**src/rtl/dbg_txn_pkg.sv**
```systemverilog
package dbg_txn_pkg;
  typedef enum logic [1:0] {
    PH_CMD  = 2'd0,
    PH_CNT  = 2'd1,
    PH_ADDR = 2'd2,
    PH_DATA = 2'd3
  } phase_t;

  typedef enum logic [1:0] {
    CK_SYSRST  = 2'd0,
    CK_READ    = 2'd1,
    CK_WRITE   = 2'd2,
    CK_UNKNOWN = 2'd3
  } cmd_kind_t;
endpackage

```
**src/rtl/dbg_cmd_decode.sv**
```systemverilog
module dbg_cmd_decode
  import dbg_txn_pkg::*;
#(
  parameter int DATA_W = 8
) (
  input  logic [DATA_W-1:0] code,
  output cmd_kind_t         kind,
  output logic              opens_txn
);
  always_comb begin
    if (code == DATA_W'(0))      kind = CK_SYSRST;
    else if (code == DATA_W'(1)) kind = CK_READ;
    else if (code == DATA_W'(2)) kind = CK_WRITE;
    else                         kind = CK_UNKNOWN;
    opens_txn = (kind == CK_READ) || (kind == CK_WRITE);
  end
endmodule

```
**src/rtl/dbg_addr_collect.sv**
```systemverilog
module dbg_addr_collect #(
  parameter int DATA_W     = 8,
  parameter int ADDR_BYTES = 3
) (
  input  logic                         clk,
  input  logic                         rst,
  input  logic                         clear,
  input  logic                         shift_en,
  input  logic [DATA_W-1:0]            byte_in,
  output logic [DATA_W*ADDR_BYTES-1:0] addr,
  output logic                         last
);
  localparam int ADDR_W = DATA_W * ADDR_BYTES;
  localparam int IDX_W  = (ADDR_BYTES > 1) ? $clog2(ADDR_BYTES) : 1;
  localparam logic [IDX_W-1:0] IDX_LAST = IDX_W'(ADDR_BYTES - 1);

  logic [IDX_W-1:0] idx;

  assign last = (idx == IDX_LAST);

  always_ff @(posedge clk) begin
    if (rst || clear) idx <= '0;
    else if (shift_en) idx <= last ? '0 : idx + IDX_W'(1);
  end

  generate
    if (ADDR_BYTES > 1) begin : g_multi
      always_ff @(posedge clk) begin
        if (rst) addr <= '0;
        else if (shift_en) addr <= {addr[ADDR_W-DATA_W-1:0], byte_in};
      end
    end else begin : g_single
      always_ff @(posedge clk) begin
        if (rst) addr <= '0;
        else if (shift_en) addr <= byte_in;
      end
    end
  endgenerate


  idx_range_chk: assert property (@(posedge clk) disable iff (rst)
    idx <= IDX_LAST);
endmodule

```
**src/rtl/dbg_count_track.sv**
```systemverilog
module dbg_count_track #(
  parameter int CNT_W = 8
) (
  input  logic             clk,
  input  logic             rst,
  input  logic             clear,
  input  logic             load,
  input  logic [CNT_W-1:0] load_val,
  input  logic             dec,
  output logic [CNT_W-1:0] remaining,
  output logic             is_one,
  output logic             is_zero
);
  assign is_one  = (remaining == CNT_W'(1));
  assign is_zero = (remaining == '0);

  always_ff @(posedge clk) begin
    if (rst || clear) remaining <= '0;
    else if (load)    remaining <= load_val;
    else if (dec)     remaining <= remaining - CNT_W'(1);
  end


  no_underflow_chk: assert property (@(posedge clk) disable iff (rst)
    dec |-> !is_zero);
endmodule

```
**src/rtl/dbg_txn_parser.sv**
```systemverilog
module dbg_txn_parser
  import dbg_txn_pkg::*;
#(
  parameter int DATA_W     = 8,
  parameter int ADDR_BYTES = 3
) (
  input  logic                         clk,
  input  logic                         rst,
  input  logic                         sync_rst,
  input  logic                         frm_valid,
  input  logic                         frm_ack,
  input  logic                         frm_dir,
  input  logic [DATA_W-1:0]            frm_data,
  output logic                         cmd_phase,
  output logic [1:0]                   cmd_kind,
  output logic                         cmd_strobe,
  output logic                         unknown_strobe,
  output logic [DATA_W-1:0]            count_left,
  output logic [DATA_W*ADDR_BYTES-1:0] addr,
  output logic                         addr_valid,
  output logic [DATA_W-1:0]            data_byte,
  output logic                         data_dir,
  output logic                         data_strobe
);
  localparam int ADDR_W = DATA_W * ADDR_BYTES;

  phase_t    phase;
  cmd_kind_t dec_kind;
  logic      dec_opens;
  logic      go;
  logic      addr_last, cnt_one, cnt_zero;
  logic [ADDR_W-1:0] addr_int;

  assign go        = frm_valid && frm_ack && !sync_rst;
  assign cmd_phase = (phase == PH_CMD);
  assign addr      = addr_int;

  dbg_cmd_decode #(.DATA_W(DATA_W)) u_dec (
    .code      (frm_data),
    .kind      (dec_kind),
    .opens_txn (dec_opens)
  );

  dbg_count_track #(.CNT_W(DATA_W)) u_cnt (
    .clk       (clk),
    .rst       (rst),
    .clear     (sync_rst),
    .load      (go && phase == PH_CNT),
    .load_val  (frm_data),
    .dec       (go && phase == PH_DATA),
    .remaining (count_left),
    .is_one    (cnt_one),
    .is_zero   (cnt_zero)
  );

  dbg_addr_collect #(.DATA_W(DATA_W), .ADDR_BYTES(ADDR_BYTES)) u_addr (
    .clk      (clk),
    .rst      (rst),
    .clear    (sync_rst || (go && phase == PH_CNT)),
    .shift_en (go && phase == PH_ADDR),
    .byte_in  (frm_data),
    .addr     (addr_int),
    .last     (addr_last)
  );

  always_ff @(posedge clk) begin
    if (rst) begin
      phase          <= PH_CMD;
      cmd_kind       <= 2'(CK_SYSRST);
      cmd_strobe     <= 1'b0;
      unknown_strobe <= 1'b0;
      addr_valid     <= 1'b0;
      data_byte      <= '0;
      data_dir       <= 1'b0;
      data_strobe    <= 1'b0;
    end else begin
      cmd_strobe     <= 1'b0;
      unknown_strobe <= 1'b0;
      addr_valid     <= 1'b0;
      data_strobe    <= 1'b0;
      if (sync_rst) begin
        phase <= PH_CMD;
      end else if (go) begin
        unique case (phase)
          PH_CMD: begin
            cmd_kind       <= 2'(dec_kind);
            cmd_strobe     <= 1'b1;
            unknown_strobe <= (dec_kind == CK_UNKNOWN);
            if (dec_opens) phase <= PH_CNT;
          end
          PH_CNT: phase <= PH_ADDR;
          PH_ADDR: begin
            if (addr_last) begin
              addr_valid <= 1'b1;
              phase      <= cnt_zero ? PH_CMD : PH_DATA;
            end
          end
          PH_DATA: begin
            data_byte   <= frm_data;
            data_dir    <= frm_dir;
            data_strobe <= 1'b1;
            if (cnt_one) phase <= PH_CMD;
          end
          default: phase <= PH_CMD;
        endcase
      end
    end
  end


  sync_to_cmd_chk: assert property (@(posedge clk) disable iff (rst)
    sync_rst |=> cmd_phase && !data_strobe && !addr_valid && !cmd_strobe);


  nack_ignored_chk: assert property (@(posedge clk) disable iff (rst)
    (frm_valid && !frm_ack && !sync_rst) |=>
      $stable(count_left) && $stable(cmd_phase) && !data_strobe && !addr_valid && !cmd_strobe);


  data_from_frame_chk: assert property (@(posedge clk) disable iff (rst)
    data_strobe |-> $past(frm_valid && frm_ack));


  last_data_cmd_chk: assert property (@(posedge clk) disable iff (rst)
    (data_strobe && count_left == '0) |-> cmd_phase);


  unknown_stays_chk: assert property (@(posedge clk) disable iff (rst)
    unknown_strobe |-> cmd_phase && cmd_strobe);


  addr_pulse_chk: assert property (@(posedge clk) disable iff (rst)
    addr_valid |=> !addr_valid);


  strobe_excl_chk: assert property (@(posedge clk) disable iff (rst)
    $onehot0({cmd_strobe, addr_valid, data_strobe}));
endmodule

```
**config.mk**
```make
export PLATFORM = sky130hd
export DESIGN_NAME = dbg_txn_parser
export DESIGN_NICKNAME = d
export VERILOG_FILES = /design/src/rtl/dbg_txn_pkg.sv /design/src/rtl/dbg_cmd_decode.sv /design/src/rtl/dbg_addr_collect.sv /design/src/rtl/dbg_count_track.sv /design/src/rtl/dbg_txn_parser.sv
export SDC_FILE = /design/constraint.sdc
export NUM_CORES = 1
export LEC_CHECK = 0
export BUFFER_PORTS_ARGS = -buffer_cell sky130_fd_sc_hd__buf_2
export CAP_MARGIN = 0
export CORE_MARGIN = 10
export CORE_UTILIZATION = 30
export DETAILED_ROUTE_END_ITERATION = 12
export PLACE_DENSITY = 0.57
export SYNTH_ARGS = -nofsm -noshare
export SYNTH_HDL_FRONTEND = slang
export SYNTH_SLANG_ARGS = --single-unit
```
**constraint.sdc**
```tcl
create_clock -name clk -period 5.26 [get_ports clk]
set_input_delay 0.789 -clock clk [delete_from_list [all_inputs] [get_ports clk]]
set_output_delay 0.789 -clock clk [all_outputs]
set_load 0.01 [all_outputs]
```
==> out/metrics.cfg, run 1 <==
[routing]
met3_wirelength_um = 386
routed_wl_um = 5965
vias = 1933
ant_nets = 0
drt-wirelength-per-cell_um = 14.48
viasPerCell = 4.692
wirelength_met1_um = 2800
highest_layer = met4
drc = 0
met2_wirelength_um = 2708
firstDrtPassIters = 4
drt_iter0_drc = 81

[timing]
slew_violations = 0
finalHoldViolations = 0
rsz0062_at_grt = no
setup_tns_ns = 0
slew_headroom = 0.3285
max_freq_ghz = 0.4458
finalClockSkew_ns = 0.005764
setup_viol = 0
worst_pin_slew_ns = 1.004
period_minus_slack_ns = 2.243
post-route-period-util = 0.4265
setup_ws_ns = 3.017
hold-worst-slack_ns = 0.4556

[critical_path]
cp.required_ns = 5.46
r2r_setup_slack_ns = 3.02
crit_path_max_fanout = 25
critPathLaunch = phase[1]
r2r_end = addr_valid
worst-setup-path-type = flip-flop to flip-flop
crit_path_start_kind = flip-flop
max_stage_delay_ns = 0.89
worst_r2r_path_depth = 2
worstSetupPathDepth = 2
crit_buf_inv = 0
end_kind = flip-flop
crit_slowest_cell = nand3_1
r2r-start = phase[1]
path_cells = nand3_1, nor4_1
crit_path_end = addr_valid
crit_arrival_ns = 2.44
crit_family = simple AND/OR/NAND/NOR gates

[yosys]
synth_cell_types = 37
yosys_warnings = 0
synth-edff-count = 0
ys_seq_area_frac = 0.4851
async_flop_share = 0
syn_area_um2 = 2105
ys_ff_latch = 51
syn_inst = 260
ys.flop_type = dfxtp_1
avgSynthCellArea_um2 = 8.094
syn_nets = 277

[power]
leakagePower_nw = 1.077
powerDensity_nw_per_um2 = 254.6
power.total_mw = 0.6557
irDropWorstVdd_uv = 113.4

[layout]
area_growth_pct = 22.35
fillers = 733
postLayoutCellArea_um2 = 2575
final_cell_mix = buf_2 (61), nand2_1 (59), dfxtp_1 (51)
drive_above_1_share = 0.2373
num_antenna_cells = 0
regArea_um2 = 1021
multi_input_area_um2 = 1003
nets = 332
final_common_cell = buf_2

[global_route]
gr-total-overflow = 0
grt_first_pass_wirelength_um = 9722
antenna_found_initial = 0
track_usage = 0.1083
first_global_vias = 1845
grt_start_max_net_pins = 40

[place]
dpl-instance-area_um2 = 2476
gp_congestion = 0.8221
port-buffer-count = 61
hpwlAfterDp_um = 4316
pre_cts_ws_ns = 2.709

[floorplanning]
core_um2 = 6794
die_y_um = 103.8
io_pins = 62
die-area_um2 = 10770
start_util = 0.3098
dieWidth_um = 103.8
rows = 30

[clock_tree]
post-cts-setup-buffers = 0
cts.sink_count = 51
clockBufferDepth = 2
path_clk_slew_ns = 0.10
clock-root-buffer = clkbuf_8
post_cts_resized = 0
worstSkewPairLatency_ns = 0.31
postCtsHoldBufs = 0
cts_tree = built
cts_max_level = 2
cts_made_buffers = 5

[status]
status = completed

[min_path]
hold_class = flip-flop to flip-flop

[flow_run]
drv_cap = 0

## Yosys cell counts, types with 2 or more instances
cell type / n / share of area
nor2_1: 25 / 0.045
ha_1: 3 / 0.018
nor3_1: 7 / 0.017
inv_1: 5 / 0.0089
buf_2: 7 / 0.017
or2_2: 3 / 0.0089
a31oi_1: 2 / 0.0059
nor4_1: 5 / 0.015
nand3b_1: 2 / 0.0071
dfxtp_1: 51 / 0.49
mux2i_1: 9 / 0.043
o211ai_1: 3 / 0.011
nor2b_1: 2 / 0.0059
nand3_1: 5 / 0.012
o31ai_1: 2 / 0.0071
o2bb2ai_1: 2 / 0.0083
nand2_1: 59 / 0.11
clkbuf_1: 6 / 0.011
o21ai_0: 8 / 0.019
a21oi_1: 37 / 0.088
## final cells by class
| class | count | share of cell area |
|---|---|---|
| clock inverter | 2 | 0.006317 |
| multi-input combinational | 190 | 0.3897 |
| clock buffer | 6 | 0.03207 |
| inverter | 5 | 0.007289 |
| tap | 96 | 0.04665 |
| timing repair buffer | 62 | 0.1215 |
| sequential | 51 | 0.3965 |
## stage by stage
stage,cells,utilization
after floorplan,260,-
final,412,0.3790
after global placement,404,0.3645
after global routing,412,0.3790
after CTS,412,0.3790
after detailed placement,404,0.3645
## registers in the layout, indices dropped and copies added, names as in the netlist
name and cells:
cmd_strobe 1, u_addr.idx 2, u_cnt.remaining 8, u_addr.addr 24, phase 2, unknown_strobe 1
cmd_kind 2, data_byte 8, addr_valid 1, data_dir 1, data_strobe 1
## worst register-to-register path: stages, from the launching register on
cell,delay (ns)
dfxtp_1,0.78
nand3_1,0.89
nor4_1,0.47
## power breakdown
group | switching, mW | internal (mW)
combinational | 0.0169 | 0.00817
sequential | 0.000643 | 0.387
clock | 0.135 | 0.108
## logic make-up (layout without fill, tap and decap cells)
family	after synthesis	count (layout)	synth area share
AOI/OAI and AO/OA	61	61	0.1659
muxes	10	10	0.04816
DFF	51	51	0.4851
adders and majority gates	3	3	0.01784
and+or+nand+nor	116	116	0.2449
buffers and inverters	19	75	0.03805
## per-layer routing
metal,GRT usage,vias up
met3,0.03594,7
li1,-,1005
met1,0.1363,865
met2,0.1689,56
met5,0,-
met4,0.03678,0
## worst min-delay path by stage
stage	cells after the start	slack [ns]	end	startpoint
after global routing	2	0.48	u_addr.addr[22]	u_addr.addr[22]
after global placement	2	0.44	u_addr.addr[18]	u_addr.addr[18]
final	2	0.46	u_addr.addr[16]	u_addr.addr[16]
after detailed placement	2	0.45	u_addr.addr[16]	u_addr.addr[16]
after floorplan	2	0.47	addr_valid	u_addr.idx[1]
after CTS	2	0.46	u_addr.addr[16]	u_addr.addr[16]
Note: power is estimated with default switching activity, not from simulation.
==> inputs of run 2 (changes only) <==
--- a/config.mk
+++ b/config.mk
@@ -10,7 +10,7 @@
 export CORE_MARGIN = 10
 export CORE_UTILIZATION = 30
 export DETAILED_ROUTE_END_ITERATION = 12
-export PLACE_DENSITY = 0.57
+export PLACE_DENSITY = 0.59
 export SYNTH_ARGS = -nofsm -noshare
 export SYNTH_HDL_FRONTEND = slang
 export SYNTH_SLANG_ARGS = --single-unit
==> constraint.sdc (replaced) <==
create_clock -name clk -period 2 [get_ports clk]
set_input_delay 0.3 -clock clk [delete_from_list [all_inputs] [get_ports clk]]
set_output_delay 0.3 -clock clk [all_outputs]
set_load 0.01 [all_outputs]
==> run 2 against run 1 <==
Effect of this change:
- core utilization grew 1.3 points
- largest cell class unchanged
- critical path type unchanged
- power increased to 2.8 times the previous value
- final area rose by 3.4%
- via count up 3.6%
==> out/metrics.cfg, run 2 (synthesis results as in run 1) <==
[floorplanning]
start_util = 0.3098  ; unchanged
rows = 30  ; unchanged
die_y_um = 103.8  ; unchanged
dieWidth_um = 103.8  ; unchanged
io_pins = 62  ; unchanged
core_um2 = 6794  ; unchanged
die-area_um2 = 10770  ; unchanged

[timing]
period_minus_slack_ns = 1.661  ; was 2.243 ns
setup_ws_ns = 0.3394  ; was 3.017 ns
worst_pin_slew_ns = 0.4268  ; was 1.004 ns
finalClockSkew_ns = 0.008356  ; was 0.005764 ns
setup_tns_ns = 0  ; unchanged
max_freq_ghz = 0.6022  ; was 0.4458 GHz
slew_violations = 0  ; unchanged
slew_headroom = 0.7151  ; was 0.3285
rsz0062_at_grt = no  ; unchanged
setup_viol = 0  ; unchanged
post-route-period-util = 0.8303  ; was 0.4265
finalHoldViolations = 0  ; unchanged

[layout]
final_common_cell = buf_2  ; unchanged
drive_above_1_share = 0.2607  ; was 0.2373
final_cell_mix = buf_2 (61), nand2_1 (59), dfxtp_1 (51)  ; unchanged
reg.largest.list = u_addr.addr x24, data_byte x8, u_cnt.remaining x8  ; unchanged
fin_util = 0.3921  ; was 0.3790
area_growth_pct = 26.58  ; was 22.35%
nets = 342  ; was 332
regMostFlops = u_addr.addr  ; unchanged
num_antenna_cells = 0  ; unchanged
largest_reg_flops = 24  ; unchanged

[routing]
drc = 0  ; unchanged
viasPerCell = 4.746  ; was 4.692
routed_wl_um = 5910  ; was 5965 µm
firstDrtPassIters = 4  ; unchanged
drt_iter0_drc = 123  ; was 81
ant_nets = 0  ; unchanged
vias = 2003  ; was 1933
drt-wirelength-per-cell_um = 14.00  ; was 14.48 µm

[clock_tree]
postCtsHoldBufs = 0  ; unchanged
post-cts-setup-buffers = 0  ; unchanged
cts_tree = built  ; unchanged
cts_made_buffers = 5  ; unchanged
clock-root-buffer = clkbuf_8  ; unchanged
clockBufferDepth = 2  ; unchanged
cts.sink_count = 51  ; unchanged
post_cts_resized = 0  ; unchanged
worstSkewPairLatency_ns = 0.31  ; about the same
path_clk_slew_ns = 0.09  ; was 0.10 ns
cts_max_level = 2  ; unchanged

[min_path]
worstHoldPathCells = 3  ; was 2
hold_class = input pin to flip-flop  ; was flip-flop to flip-flop
hold_path_end = data_dir  ; was u_addr.addr[16]
min_from = frm_dir  ; was u_addr.addr[16]

[critical_path]
r2r_end = u_cnt.remaining[6]  ; was addr_valid
crit_arrival_ns = 1.88  ; was 2.44 ns
worst_r2r_path_depth = 7  ; was 2
r2r_setup_slack_ns = 0.34  ; was 3.02 ns
cp.required_ns = 2.22  ; was 5.46 ns
worst-setup-path-type = flip-flop to flip-flop  ; unchanged
end_kind = flip-flop  ; unchanged
crit_path_start_kind = flip-flop  ; unchanged
crit_path_max_fanout = 6  ; was 25
r2r-start = u_cnt.remaining[0]  ; was phase[1]

[power]
powerDensity_nw_per_um2 = 683.4  ; was 254.6 nW/µm²
sw_frac_of_total = 0.2213  ; was 0.2332
switchingPower_mw = 0.4029  ; was 0.1529 mW
power.total_mw = 1.820  ; was 0.6557 mW
pwr-share-comb = 0.041  ; was 0.038
leakagePower_nw = 1.133  ; was 1.077 nW
internal_power_mw = 1.418  ; was 0.5028 mW
irDropWorstVdd_uv = 240.6  ; was 113.4 µV
power_frac_clock = 0.399  ; was 0.371
seqPwrFrac = 0.560  ; was 0.591

[global_route]
antenna_found_initial = 0  ; unchanged
grt_start_max_net_pins = 39  ; was 40
gr-total-overflow = 0  ; unchanged
grt_first_pass_wirelength_um = 9625  ; was 9722 µm
first_global_vias = 1867  ; was 1845
track_usage = 0.1062  ; was 0.1083

[flow_run]
drv_cap = 0  ; unchanged

[status]
status = completed  ; unchanged

[place]
gp_congestion = 0.8480  ; was 0.8221
hpwlAfterDp_um = 4356  ; was 4316 µm
port-buffer-count = 61  ; unchanged
pre_cts_ws_ns = 0.02431  ; was 2.709 ns

## run 2: changes by cell type in the layout (fill, tap and decap cells not counted), sizes merged
cell and change:
bufinv +1, clkinvlp -1, clkinv +1, clkbuf -1
buf +10
## run 2: worst max path at each step
| stage | start | to | slack (ns) | depth (start not counted) |
|---|---|---|---|---|
| global route | u_cnt.remaining[0] | u_cnt.remaining[6] | 0.18 | 7 |
| detailed placement | frm_data[2] | phase[1] | 0.02 | 9 |
| floorplan | frm_data[2] | phase[1] | 0.25 | 8 |
| global placement | frm_data[2] | phase[1] | 0.05 | 9 |
| CTS | u_cnt.remaining[0] | u_cnt.remaining[6] | 0.35 | 7 |
| finish | u_cnt.remaining[0] | u_cnt.remaining[6] | 0.34 | 7 |
## run 2: power by group through the flow
stage	registers [mW]	logic (mW)	clock network, mW
final	1.02	0.0743	0.727
after global routing	1.02	0.0812	0.783
after CTS	1.02	0.0747	0.748
after detailed placement	1.04	0.0744	0
after global placement	1.04	0.0736	0
after floorplan	1.04	0.0298	0
## run 2: final cells by class
class                   count  area, µm²
inverters                   5      18.77
clock inverters             3      43.79
clock buffers               5      68.82
repair buffers             72      387.9
well taps                  96      120.1
flip-flops and latches     51       1021
multi-input cells         190       1003
fillers                   729       4130
## run 2: stage by stage
stage	instances	hold slack (ns)	cell area, µm²
final	422	0.2163	2664
after global routing	422	0.2665	2664
after CTS	422	0.2130	2664
after detailed placement	414	0.4446	2551
after global placement	414	0.4384	2551
after floorplan	260	0.4360	2105
## run 2: metal layers
metal / GRT usage / vias up / share of wire / wire length (µm)
li1: - / 1024 / - / -
met1: 0.1384 / 920 / 0.47 / 2777
met2: 0.1644 / 52 / 0.47 / 2758
met3: 0.02726 / 7 / 0.052 / 305
met4: 0.03877 / 0 / 0.012 / 69
met5: 0 / - / 0 / 0
## run 2: worst max-delay path, cell delays in order, from the launching register on
cell,delay [ns]
dfxtp_1,0.37
inv_1,0.11
ha_1,0.21
nor3b_1,0.22
buf_4,0.18
nand3_1,0.08
a21boi_0,0.15
o31ai_1,0.24
==> inputs of run 3 (changes only) <==
--- a/config.mk
+++ b/config.mk
@@ -10,7 +10,7 @@
 export CORE_MARGIN = 10
 export CORE_UTILIZATION = 30
 export DETAILED_ROUTE_END_ITERATION = 12
-export PLACE_DENSITY = 0.59
+export PLACE_DENSITY = 0.57
 export SYNTH_ARGS = -nofsm -noshare
 export SYNTH_HDL_FRONTEND = slang
 export SYNTH_SLANG_ARGS = --single-unit
==> constraint.sdc (replaced) <==
create_clock -name clk -period 1.6 [get_ports clk]
set_input_delay 0.24 -clock clk [delete_from_list [all_inputs] [get_ports clk]]
set_output_delay 0.24 -clock clk [all_outputs]
set_load 0.01 [all_outputs]
==> run 3 against run 2 <==
Effect of this change:
- global-route usage rose by 0.27 points
- clock power is 8.1% higher
- largest power group unchanged
- die area did not move
- critical path type is now input pin to flip-flop
==> out/metrics.cfg, run 3 (synthesis results as in run 1) <==
[status]
status = completed  ; unchanged

[clock_tree]
cts.sink_count = 51  ; unchanged
cts_max_level = 2  ; unchanged
cts_tree = built  ; unchanged
path_clk_slew_ns = 0.09  ; about the same
cts_made_buffers = 5  ; unchanged
clock-root-buffer = clkbuf_8  ; unchanged
worstSkewPairLatency_ns = 0.30  ; was 0.31 ns
clockBufferDepth = 2  ; unchanged

[global_route]
antenna_found_initial = 0  ; unchanged
grt_start_max_net_pins = 38  ; was 39
grt_first_pass_wirelength_um = 9867  ; was 9625 µm
first_global_vias = 2022  ; was 1867
track_usage = 0.1089  ; was 0.1062
gr-total-overflow = 0  ; unchanged

[critical_path]
cp.required_ns = 1.78  ; was 2.22 ns
max_stage_delay_ns = 0.27  ; was 0.37 ns
worst-setup-path-type = input pin to flip-flop  ; was flip-flop to flip-flop
path_cells = buf_2, nor4_2, nand2_1, or2_4, ha_4, nand2b_4, a31oi_4, nor2b_4, o31ai_1  ; was inv_1, ha_1, nor3b_1, buf_4, nand3_1, a21boi_0, o31ai_1
crit_arrival_ns = 1.75  ; was 1.88 ns
end_kind = flip-flop  ; unchanged
crit_path_max_fanout = 3  ; was 6
crit_path_start_kind = input pin  ; was flip-flop
crit_slowest_cell = or2_4  ; was dfxtp_1

[place]
place_inst = 424  ; was 414
port-buffer-count = 61  ; unchanged
hpwlAfterDp_um = 4494  ; was 4356 µm
gp_congestion = 0.8086  ; was 0.8480
dpl-instance-area_um2 = 2650  ; was 2551 µm²

[timing]
setup_viol = 0  ; unchanged
period_minus_slack_ns = 1.563
slew_violations = 0  ; unchanged
post-route-period-util = 0.9768
worst_pin_slew_ns = 0.4494  ; was 0.4268 ns
finalHoldViolations = 0  ; unchanged
finalClockSkew_ns = 0.007463  ; was 0.008356 ns
max_freq_ghz = 0.6399
slew_headroom = 0.6976  ; was 0.7151

[layout]
area_growth_pct = 33.95  ; was 26.58%
final_cells = 433  ; was 422
multi_input_area_um2 = 1069  ; was 1003 µm²
reg.largest.list = u_addr.addr x24, data_byte x8, u_cnt.remaining x8  ; unchanged
final_cell_mix = buf_2 (60), nand2_1 (59), dfxtp_1 (49)  ; was buf_2 (61), nand2_1 (59), dfxtp_1 (51)
fillers = 721  ; was 729
num_antenna_cells = 0  ; unchanged
regArea_um2 = 1023  ; was 1021 µm²
largest_reg_flops = 24  ; unchanged
regMostFlops = u_addr.addr  ; unchanged
nets = 353  ; was 342
final_common_cell = buf_2  ; unchanged
postLayoutCellArea_um2 = 2819  ; was 2664 µm²
drive_above_1_share = 0.3145  ; was 0.2607

[routing]
drc = 0  ; unchanged
ant_nets = 0  ; unchanged
routed_wl_um = 6035  ; was 5910 µm
drt-wirelength-per-cell_um = 13.94  ; was 14.00 µm
vias = 2023  ; was 2003
firstDrtPassIters = 4  ; unchanged
viasPerCell = 4.672  ; was 4.746
drt_iter0_drc = 87  ; was 123

[floorplanning]
die-area_um2 = 10770  ; unchanged
io_pins = 62  ; unchanged
dieWidth_um = 103.8  ; unchanged
start_util = 0.3098  ; unchanged
rows = 30  ; unchanged
die_y_um = 103.8  ; unchanged
core_um2 = 6794  ; unchanged

[power]
leakagePower_nw = 1.189  ; was 1.133 nW
powerDensity_nw_per_um2 = 769.7  ; was 683.4 nW/µm²
irDropWorstVdd_uv = 396.2  ; was 240.6 µV

[min_path]
hold_class = input pin to flip-flop  ; unchanged

[flow_run]
drv_cap = 0  ; unchanged

[run 3: changes by cell type in the layout (fill, tap and decap cells not counted), sizes merged]
| cell | previous run | this run |
|---|---|---|
| clkbuf | 5 | 6 |
| bufinv | 1 | 0 |
| clkinv | 2 | 1 |
| clkinvlp | 0 | 1 |
| buf | 72 | 83 |
[run 3: what timing repair did]
action / in CTS / in global routing
setup endpoints to repair: 0 / 4
buffers inserted: 0 / 1
gates resized for setup: 0 / 12
hold buffers: 0 / 0
[run 3: layer usage]
metal  GRT usage  vias up  share of wire  routed length (µm)
li1            -     1045              -                   -
met1      0.1358      917           0.48                2903
met2      0.1766       54           0.46                2756
met3     0.03160        7          0.050                 304
met4     0.03280        0          0.012                  70
met5           0        -              0                   0
[run 3: metrics by stage]
step,utilization,hold slack (ns),power (mW),TNS [ns],worst slack [ns]
after CTS,0.4046,0.1645,2.191,0,0.04306
after global placement,0.3901,0.4398,1.410,-0.4048,-0.2558
after floorplan,-,0.3760,1.343,-0.04189,-0.04189
after detailed placement,0.3901,0.4430,1.411,-0.4397,-0.2819
final,0.4149,0.1673,2.170,0,0.03718
after global routing,0.4149,0.1794,2.254,-0.01778,-0.01412
[run 3: final cells by class]
type | instances | share of cell area
flip-flops and latches | 51 | 0.3631
repair buffers | 83 | 0.1735
clock inverters | 2 | 0.005770
well taps | 96 | 0.04261
clock buffers | 6 | 0.02929
multi-input cells | 190 | 0.3790
inverters | 5 | 0.006658
[run 3: critical path: cells and delay by family]
family	cells	cell delay, ns
compound gates	2	0.26
simple gates	5	0.86
buf+inv	1	0.11
fa+ha+maj	1	0.27
[run 3: path summary, 6_finish.rpt]
| path | slack (ns) | to | cells after the start | start |
|---|---|---|---|---|
| setup / recovery | 0.04 | phase[1] | 9 | frm_data[3] |
| setup reg to reg | 0.08 | phase[1] | 7 | u_cnt.remaining[0] |
| hold reg to reg | 0.45 | u_addr.addr[23] | 2 | u_addr.addr[23] |
| hold / removal | 0.17 | data_dir | 3 | frm_dir |
[run 3: report_power, final]
group	total, mW	internal (mW)	switching (mW)	leakage, nW
Clock	0.786	0.354	0.432	0.0474
Combinational	0.110	0.0456	0.0643	0.730
Sequential	1.27	1.27	0.00168	0.412
